$ cat src/rtl/tmr_pkg.sv
package tmr_pkg;

    typedef enum logic {
        ST_IDLE = 1'b0,
        ST_RUN  = 1'b1
    } run_state_e;

    typedef enum logic [1:0] {
        SEL_COUNT = 2'd0,
        SEL_CTRL  = 2'd1,
        SEL_DIV   = 2'd2,
        SEL_CLR   = 2'd3
    } wsel_e;

endpackage

$ cat src/rtl/tmr_prescaler.sv
module tmr_prescaler #(
    parameter int DIV_W   = 16,
    parameter int DIV_RST = 4
) (
    input  logic             clk,
    input  logic             rst_n,
    input  logic             div_wr,
    input  logic [DIV_W-1:0] div_val,
    input  logic             run,
    input  logic             restart,
    output logic             tick
);
    logic [DIV_W-1:0] div_q;
    logic [DIV_W-1:0] pre_q;
    logic [DIV_W-1:0] div_eff;
    logic [DIV_W-1:0] last_phase;

    always_ff @(posedge clk or negedge rst_n) begin
        if (!rst_n) begin
            div_q <= DIV_W'(DIV_RST);
        end else if (div_wr) begin
            div_q <= div_val;
        end
    end

    always_comb begin
        div_eff    = (div_q == '0) ? DIV_W'(1) : div_q;
        last_phase = div_eff - DIV_W'(1);
        tick       = run && !restart && (pre_q >= last_phase);
    end

    always_ff @(posedge clk or negedge rst_n) begin
        if (!rst_n) begin
            pre_q <= '0;
        end else if (restart || !run || tick) begin
            pre_q <= '0;
        end else begin
            pre_q <= pre_q + DIV_W'(1);
        end
    end


    tick_wrap_chk: assert property (@(posedge clk) disable iff (!rst_n)
        tick |=> (pre_q == '0));


    phase_step_chk: assert property (@(posedge clk) disable iff (!rst_n)
        (run && !restart && !tick) |=> (pre_q == $past(pre_q) + DIV_W'(1)));

endmodule

$ cat src/rtl/tmr_core.sv
module tmr_core
    import tmr_pkg::*;
#(
    parameter int CNT_W   = 16,
    parameter int CNT_RST = 16'h0FA0
) (
    input  logic             clk,
    input  logic             rst_n,
    input  logic             tick,
    input  logic             cnt_wr,
    input  logic [CNT_W-1:0] cnt_val,
    input  logic             boot_done,
    input  logic             freerun,
    output logic             expire,
    output logic             run,
    output logic [CNT_W-1:0] cnt_q
);
    run_state_e       st_q, st_d;
    logic [CNT_W-1:0] cnt_d;
    logic [CNT_W-1:0] rld_q, rld_d;

    // State and count registers
    always_ff @(posedge clk or negedge rst_n) begin
        if (!rst_n) begin
            st_q  <= ST_RUN;
            cnt_q <= CNT_W'(CNT_RST);
            rld_q <= CNT_W'(CNT_RST);
        end else begin
            st_q  <= st_d;
            cnt_q <= cnt_d;
            rld_q <= rld_d;
        end
    end

    // Next state and expiry output
    always_comb begin
        st_d   = st_q;
        cnt_d  = cnt_q;
        rld_d  = cnt_wr ? cnt_val : rld_q;
        expire = 1'b0;
        unique case (st_q)
            ST_IDLE: begin
                if (boot_done) begin
                    cnt_d = '0;
                end else if (cnt_wr && (cnt_val != '0)) begin
                    st_d  = ST_RUN;
                    cnt_d = cnt_val;
                end
            end
            ST_RUN: begin
                if (boot_done) begin
                    st_d  = ST_IDLE;
                    cnt_d = '0;
                end else if (cnt_wr) begin
                    cnt_d = cnt_val;
                    st_d  = (cnt_val == '0) ? ST_IDLE : ST_RUN;
                end else if (tick) begin
                    if (cnt_q <= CNT_W'(1)) begin
                        expire = 1'b1;
                        if (freerun && (rld_q != '0)) begin
                            cnt_d = rld_q;
                        end else begin
                            st_d  = ST_IDLE;
                            cnt_d = '0;
                        end
                    end else begin
                        cnt_d = cnt_q - CNT_W'(1);
                    end
                end
            end
            default: begin
                st_d  = ST_IDLE;
                cnt_d = '0;
            end
        endcase
    end

    assign run = (st_q == ST_RUN);


    idle_zero_chk: assert property (@(posedge clk) disable iff (!rst_n)
        (st_q == ST_IDLE) |-> (cnt_q == '0));


    boot_done_idle_chk: assert property (@(posedge clk) disable iff (!rst_n)
        boot_done |=> (st_q == ST_IDLE) && (cnt_q == '0));


    oneshot_stop_chk: assert property (@(posedge clk) disable iff (!rst_n)
        (expire && !freerun) |=> (st_q == ST_IDLE));


    hold_no_tick_chk: assert property (@(posedge clk) disable iff (!rst_n)
        (!tick && !cnt_wr && !boot_done) |=> $stable(cnt_q));

endmodule

$ cat src/rtl/tmr_events.sv
module tmr_events (
    input  logic       clk,
    input  logic       rst_n,
    input  logic       expire,
    input  logic       boot_active,
    input  logic       clr_wr,
    input  logic [1:0] clr_bits,
    output logic       boot_to_pulse,
    output logic       tmr_evt_pulse,
    output logic       boot_to_sticky,
    output logic       tmr_evt_sticky
);
    logic hit_boot;
    logic hit_tmr;

    always_comb begin
        hit_boot = expire && boot_active;
        hit_tmr  = expire && !boot_active;
    end

    always_ff @(posedge clk or negedge rst_n) begin
        if (!rst_n) begin
            boot_to_pulse  <= 1'b0;
            tmr_evt_pulse  <= 1'b0;
            boot_to_sticky <= 1'b0;
            tmr_evt_sticky <= 1'b0;
        end else begin
            boot_to_pulse  <= hit_boot;
            tmr_evt_pulse  <= hit_tmr;
            boot_to_sticky <= hit_boot || (boot_to_sticky && !(clr_wr && clr_bits[0]));
            tmr_evt_sticky <= hit_tmr  || (tmr_evt_sticky && !(clr_wr && clr_bits[1]));
        end
    end


    pulse_excl_chk: assert property (@(posedge clk) disable iff (!rst_n)
        $onehot0({boot_to_pulse, tmr_evt_pulse}));


    boot_sticky_chk: assert property (@(posedge clk) disable iff (!rst_n)
        boot_to_pulse |-> boot_to_sticky);


    tmr_sticky_chk: assert property (@(posedge clk) disable iff (!rst_n)
        tmr_evt_pulse |-> tmr_evt_sticky);

endmodule

$ cat src/rtl/ms_boot_timer.sv
module ms_boot_timer
    import tmr_pkg::*;
#(
    parameter int DATA_W  = 16,
    parameter int CNT_W   = 16,
    parameter int DIV_W   = 16,
    parameter int CNT_RST = 16'h0FA0,
    parameter int DIV_RST = 4
) (
    input  logic              clk,
    input  logic              rst_n,
    input  logic              boot_active,
    input  logic              boot_done,
    input  logic              wr_en,
    input  logic [1:0]        wr_sel,
    input  logic [DATA_W-1:0] wr_data,
    output logic              boot_to_pulse,
    output logic              tmr_evt_pulse,
    output logic              boot_to_sticky,
    output logic              tmr_evt_sticky,
    output logic [CNT_W-1:0]  cur_count,
    output logic              running,
    output logic              freerun_q
);
    logic cnt_wr, ctrl_wr, div_wr, clr_wr;
    logic tick, expire;

    always_comb begin
        cnt_wr  = wr_en && (wsel_e'(wr_sel) == SEL_COUNT);
        ctrl_wr = wr_en && (wsel_e'(wr_sel) == SEL_CTRL);
        div_wr  = wr_en && (wsel_e'(wr_sel) == SEL_DIV);
        clr_wr  = wr_en && (wsel_e'(wr_sel) == SEL_CLR);
    end

    always_ff @(posedge clk or negedge rst_n) begin
        if (!rst_n) begin
            freerun_q <= 1'b0;
        end else if (ctrl_wr) begin
            freerun_q <= wr_data[0];
        end
    end

    tmr_prescaler #(
        .DIV_W  (DIV_W),
        .DIV_RST(DIV_RST)
    ) u_pre (
        .clk    (clk),
        .rst_n  (rst_n),
        .div_wr (div_wr),
        .div_val(wr_data[DIV_W-1:0]),
        .run    (running),
        .restart(cnt_wr),
        .tick   (tick)
    );

    tmr_core #(
        .CNT_W  (CNT_W),
        .CNT_RST(CNT_RST)
    ) u_core (
        .clk      (clk),
        .rst_n    (rst_n),
        .tick     (tick),
        .cnt_wr   (cnt_wr),
        .cnt_val  (wr_data[CNT_W-1:0]),
        .boot_done(boot_done),
        .freerun  (freerun_q),
        .expire   (expire),
        .run      (running),
        .cnt_q    (cur_count)
    );

    tmr_events u_evt (
        .clk           (clk),
        .rst_n         (rst_n),
        .expire        (expire),
        .boot_active   (boot_active),
        .clr_wr        (clr_wr),
        .clr_bits      (wr_data[1:0]),
        .boot_to_pulse (boot_to_pulse),
        .tmr_evt_pulse (tmr_evt_pulse),
        .boot_to_sticky(boot_to_sticky),
        .tmr_evt_sticky(tmr_evt_sticky)
    );


    boot_done_quiet_chk: assert property (@(posedge clk) disable iff (!rst_n)
        boot_done |=> !boot_to_pulse && !tmr_evt_pulse);


    zero_write_stop_chk: assert property (@(posedge clk) disable iff (!rst_n)
        (cnt_wr && (wr_data[CNT_W-1:0] == '0) && !boot_done) |=> !running);

endmodule

$ cat config.mk
export PLATFORM = sky130hd
export DESIGN_NAME = ms_boot_timer
export DESIGN_NICKNAME = d
export VERILOG_FILES = /design/src/rtl/tmr_pkg.sv /design/src/rtl/tmr_prescaler.sv /design/src/rtl/tmr_core.sv /design/src/rtl/tmr_events.sv /design/src/rtl/ms_boot_timer.sv
export SDC_FILE = /design/constraint.sdc
export NUM_CORES = 1
export LEC_CHECK = 0
export BUFFER_PORTS_ARGS = -buffer_cell sky130_fd_sc_hd__buf_2
export CAP_MARGIN = 20
export CORE_ASPECT_RATIO = 2
export CORE_MARGIN = 10
export CORE_UTILIZATION = 40
export CTS_CLUSTER_SIZE = 20
export DETAILED_ROUTE_END_ITERATION = 6
export SETUP_SLACK_MARGIN = 0.1
export SYNTH_ARGS = -nofsm -noshare
export SYNTH_HDL_FRONTEND = slang
export SYNTH_SLANG_ARGS = --single-unit
export TNS_END_PERCENT = 50
$ cat constraint.sdc
create_clock -name clk -period 4.5 [get_ports clk]
set_clock_uncertainty 0.2 [all_clocks]
set_input_delay 0.675 -clock clk [delete_from_list [all_inputs] [get_ports clk]]
set_output_delay 0.675 -clock clk [all_outputs]
set_load 0.02 [all_outputs]
[Yosys cells after proc, flatten, opt, wreduce, memory -nomap -nowiden]
Index checks and enable logic that the tools add are counted.
Operators by class
  add/sub/neg operators: 3
  order comparisons: 2
  eq/ne operators: 5
  mux-type cells: 24
  bitwise logic cells: 1
  reduce and logical (&&, ||, !) cells: 29
Operator list (number)
  $mux W16: 9
  $logic_not A16 Y1: 2
  $pmux W16 S2: 1
  $reduce_bool A16 Y1: 2
  $sub A16 B1 Y16 const B: 2
  $add A16 B1 Y16 const B: 1
  $ge A16 B16 Y1: 1
  $le A16 B1 Y1 const B: 1
  $logic_and A1 B1 Y1: 14
  $mux W1: 13
  $logic_not A1 Y1: 5
  $eq A2 B2 Y1 const B: 2
  $logic_or A1 B1 Y1: 4
  $ne A4 B3 Y1 const B: 1
  $ne A3 B2 Y1 const B: 1
  $eq A2 B1 Y1 const B: 1
  $logic_not A2 Y1: 1
  $pmux W1 S2: 1
  $reduce_and A2 Y1: 1
  $not A1 Y1: 1
Word-level totals
  register bits: 70
  input bits: 23
  word-level logic and storage cells: 74

[Depth between registers and ports, before layout]
  depth in word-level cells: 11
  depth in mapped cells: 18
  mapped depth without buffers: 16

[Cells and area by module]
From an unflattened synthesis, not the netlist that was laid out.
Second synthesis, totals
  cell total of the unflattened synthesis: 428
  area, all modules: 4379.2 um^2
By module, submodules not included
  tmr_core: times used 1, cells an instance 220, area an instance 2220.9 um^2, seq. area each 842.1 um^2
  tmr_prescaler: times used 1, cells an instance 192, area an instance 1945.6 um^2, seq. area each 802.0 um^2
  tmr_events: times used 1, cells an instance 10, area an instance 140.1 um^2, seq. area each 100.1 um^2
  ms_boot_timer: times used 1, cells an instance 6, area an instance 72.6 um^2, seq. area each 25.0 um^2

[Worst setup path before layout]
No wires, ideal clock.
  path type: register to register
  start: register u_pre.div_q[7]
  end: register u_core.cnt_q[13]
  setup time: 125 ps
  data arrival time: 4403 ps
  required time: 4175 ps
  slack: -227 ps
  stages on the path, launching flop included: 18
  cells stage by stage: dfrtp_1 > or4_1 > nor4_1 > nand2b_1 > nor4_1 > nor2_1 > ha_1 > nand2_1 > nor2_1 > xnor2_1 > ha_1 > nand4_1 > nor3_1 > a21oi_1 > and2_1 > a21oi_1 > clkbuf_1 > mux2_2
On the way
  cells in the longest elaborated chain, start to end: 7
RTL lines
  start: declaration: RTL line tmr_prescaler.sv:13  | logic [DIV_W-1:0] div_q;
  start signal: assignment: RTL line tmr_prescaler.sv:20  | div_q <= DIV_W'(DIV_RST);
  start signal: assignment: RTL line tmr_prescaler.sv:22  | div_q <= div_val;
  $logic_not A16 Y1: RTL line tmr_prescaler.sv:27  | div_eff = (div_q == '0) ? DIV_W'(1) : div_q;
  $mux W16 *: RTL line tmr_prescaler.sv:27
  $sub A16 B1 Y16 *: RTL line tmr_prescaler.sv:28  | last_phase = div_eff - DIV_W'(1);
  $ge A16 B16 Y1 *: RTL line tmr_prescaler.sv:29  | tick = run && !restart && (pre_q >= last_phase);
  $logic_and A1 B1 Y1 *: RTL line tmr_prescaler.sv:29
  $ne A4 B3 Y1 (no line) *
  $reduce_and A2 Y1 (no line) *
  end signal: assignment: RTL line tmr_core.sv:26  | cnt_q <= CNT_W'(CNT_RST);
  end signal: assignment: RTL line tmr_core.sv:30  | cnt_q <= cnt_d;
  end: declaration: RTL line tmr_core.sv:16  | output logic [CNT_W-1:0] cnt_q
Mark *: on every way between the ends. The rest lies on a longest branch, timed or not.
A chain may end at the register's enable or synchronous reset.

[Worst setup path after layout]
  start: register u_pre.div_q[7]
  end: register u_core.cnt_q[2]
The elaborated chain is that of the path after synthesis.

==> run metrics <==
CTS tree=built; core box area=0.0105 mm²; register bit total from synthesis=70; port bufs=44; GRT overflow=0; first-pass GRT wire length=20.8 mm; P_leak=0.00228 µW; Die Ht=166 µm; DP HPWL=10.5 mm; final setup vio count=0; Avg Inst Size Synth=9.00 µm²; Pre-antenna DRT Iters=5; Row Count=53; status=finished clean; CP max-delay cell=or4_4; final antenna-violating net count=0; sequential area share after synthesis=0.413; DIE AREA=0.0155 mm²; fin nets=573; vias in the first global route=a little over 4000; Worst slew margin=0.388; distinct cell type count after synthesis=50; total global-route track usage=0.172; Synth Area in Adders=0.0584; Tmin final=around 4.2 ns; WP buf/inv=2; Inserted Diodes=0; most frequent CP cell=nor4_4; clk_lat worst skew=0.34 ns; largest net degree at the start of global routing=54; Final Cycle Share=0.929; unrepaired setup endpoints after global routing=false; Final Hold Fails=0; top post-synthesis cells by area=dfrtp_1, dfstp_2, nand2_1; vias per cell=between 5 and 6; Post-Synthesis Cells=476; yosys warns=0; DRT iter0 DRCs=245; drt total wl=13.3 mm; GP Congestion=0.872; critical path's largest stage delay=between 0.5 and 0.6 ns; share of flip-flops with an asynchronous set or reset=1.00; Synth top area share=0.327; ys flop type=dfrtp_1; number of synthesized flops with an enable pin=0; cell taking the most area after synthesis=dfrtp_1; worst-margin pin slew=slightly above 0.9 ns; VDD IR max=0.298 mV; Post-Synth XOR/XNOR Area=0.0593; post-synthesis simple-gate area fraction=0.228; clock root cell=clkbuf_16; Chip Width=93.2 µm; DRC=0; worst path cell trace=or4_4 -> nor4_4 -> nand2b_1 -> nor4_4 -> nor2_2 -> ha_2 -> nand2_4 -> nor4_1 -> xnor2_1 -> ha_1 -> nand4_1 -> nor3_2 -> a21oi_2 -> and2_2 -> a21oi_4 -> buf_2 -> buf_4 -> o32a_1; Post-CTS Hold Buffers=0; H-tree levels=3; I/O pins=45; worst path required time=4.57 ns; routed len/inst=approximately 20 µm; final instance area=0.00511 mm²; Top Family by Delay on Critical Path=simple AND/OR/NAND/NOR gates; clk slew on worst S/H paths=0.06 ns; Min Hold Slack=about 0.079 ns; Startpoint Class=flop; post-synth net total=519; crit end category=flop; fmax=0.239 GHz; Max-Cap Viols=0; Mapped Area=0.00428 mm²; Hold WC Path Type=in -> async; largest family of logic cells by synthesized area=simple AND/OR/NAND/NOR gates; clk buf depth=2; Starting Density=0.409; TritonCTS buffer count=9; PwrDens=380 mW/mm²; crit path max fanout=5; placed inst area=roughly 0.0047 mm²; max-slew violations=0; mux share of post-synthesis cell area=0.0628; worst path arrival time=4.25 ns; layout cells sized above 1=0.254; Sink Count=70; Setup CP Type=reg -> reg; P&R area growth vs syn=19.3%; compound-cell area share of the yosys netlist=0.153; initial antenna violation count=0; via count=3857
## power by group
part,switching (µW),internal (µW)
clock network,287,391
registers,99.5,714
logic,258,192
## worst paths after layout
check | from | endpoint | cells past startpoint | slack (ns)
setup / recovery | u_pre.div_q[7] | u_core.cnt_q[2] | 18 | 0.32
hold / removal | rst_n | u_core.cnt_q[1] | 1 | 0.08
setup reg to reg | u_pre.div_q[7] | u_core.cnt_q[2] | 18 | 0.32
hold reg to reg | u_core.rld_q[7] | u_core.rld_q[7] | 2 | 0.27
max in group asynchronous | rst_n | u_core.rld_q[14] | 2 | 2.98
min in group clk | u_core.rld_q[7] | u_core.rld_q[7] | 2 | 0.27
## cells in the mapped netlist (all sizes together) (2+ instances only)
master   instances
clkbuf          15
o211ai           2
a21o             7
xnor2           16
nand4            7
nand3b           2
xor2            13
a31oi            9
nor4            18
and3             5
nor2            44
a22o             3
dfstp           14
a211oi           4
o21ai           12
and2             2
nand2b           6
mux2            23
nand3            9
a31o             2
o21bai           2
nand2           86
nor3            11
inv             14
or2              3
o21a             4
o31ai            7
a22oi            3
a21oi           24
ha              20
o22a             3
or4              4
dfrtp           56
o32a             4
nor2b            2
or3              7
a2bb2oi          3
## layout by cell type (no fill, tap or decap), drive strengths merged, types with 11 or more instances in the layout
master,count
nor4,18
xor2,13
buf,58
nor2,44
dfstp,14
ha,20
mux2,23
dfrtp,56
nor3,11
a21oi,24
nand2,86
inv,16
o21ai,12
xnor2,16
## worst reg2reg max path, stage by stage (launching register included)
cell	delay, ns
dfrtp_1	0.37
or4_4	0.55
nor4_4	0.27
nand2b_1	0.17
nor4_4	0.22
nor2_2	0.08
ha_2	0.22
nand2_4	0.10
nor4_1	0.07
xnor2_1	0.14
ha_1	0.29
nand4_1	0.15
nor3_2	0.25
a21oi_2	0.09
and2_2	0.23
a21oi_4	0.17
buf_2	0.24
buf_4	0.19
o32a_1	0.15
## per-layer routing
metal,global-route usage,vias up,share of wire
met3,0.0276,57,0.027
met5,0,-,0
met4,0.132,0,0.073
met1,0.160,1869,0.34
li1,-,1812,-
met2,0.316,119,0.56
## timing repair
action	4_1_cts	5_1_grt
cloned	0	1
setup buffers	0	1
pin swaps	0	6
endpoints found under the setup margin	28	37
resized for setup	4	13
## layout make-up
cell class                 count  area (µm²)
fill                        1054        5370
multi-input combinational    377        2510
tap                          137         171
clock inverter                 6        45.0
timing repair buffer          58         327
inverter                      14        52.6
clock buffer                  10         239
sequential                    70        1770
## sequential cells by signal, indices dropped and copies added, names as in the netlist
name / cells
u_evt.boot_to_pulse: 1
u_core.rld_q: 16
u_pre.div_q: 16
u_pre.pre_q: 16
u_core.cnt_q: 16
u_core.run: 1
u_evt.boot_to_sticky: 1
u_evt.tmr_evt_pulse: 1
u_evt.tmr_evt_sticky: 1
freerun_q: 1
## stage by stage
step,setup WS [ns],instances,TNS (ns),utilization,total power [µW]
floorplan,0.126,476,0,-,1080
detailed placement,-0.219,654,-1.33,0.451,1250
finish,0.317,672,0,0.488,1940
global placement,-0.113,654,-0.635,0.451,1240
global route,0.0660,672,0,0.488,2030
CTS,0.122,670,0,0.481,1940
## cell families after synthesis
family | Yosys count
compound gates | 96
xor+xnor | 29
fa+ha+maj | 20
buf+inv | 29
flops | 70
mux | 24
simple gates | 208
(Power assumes the default switching activity.)
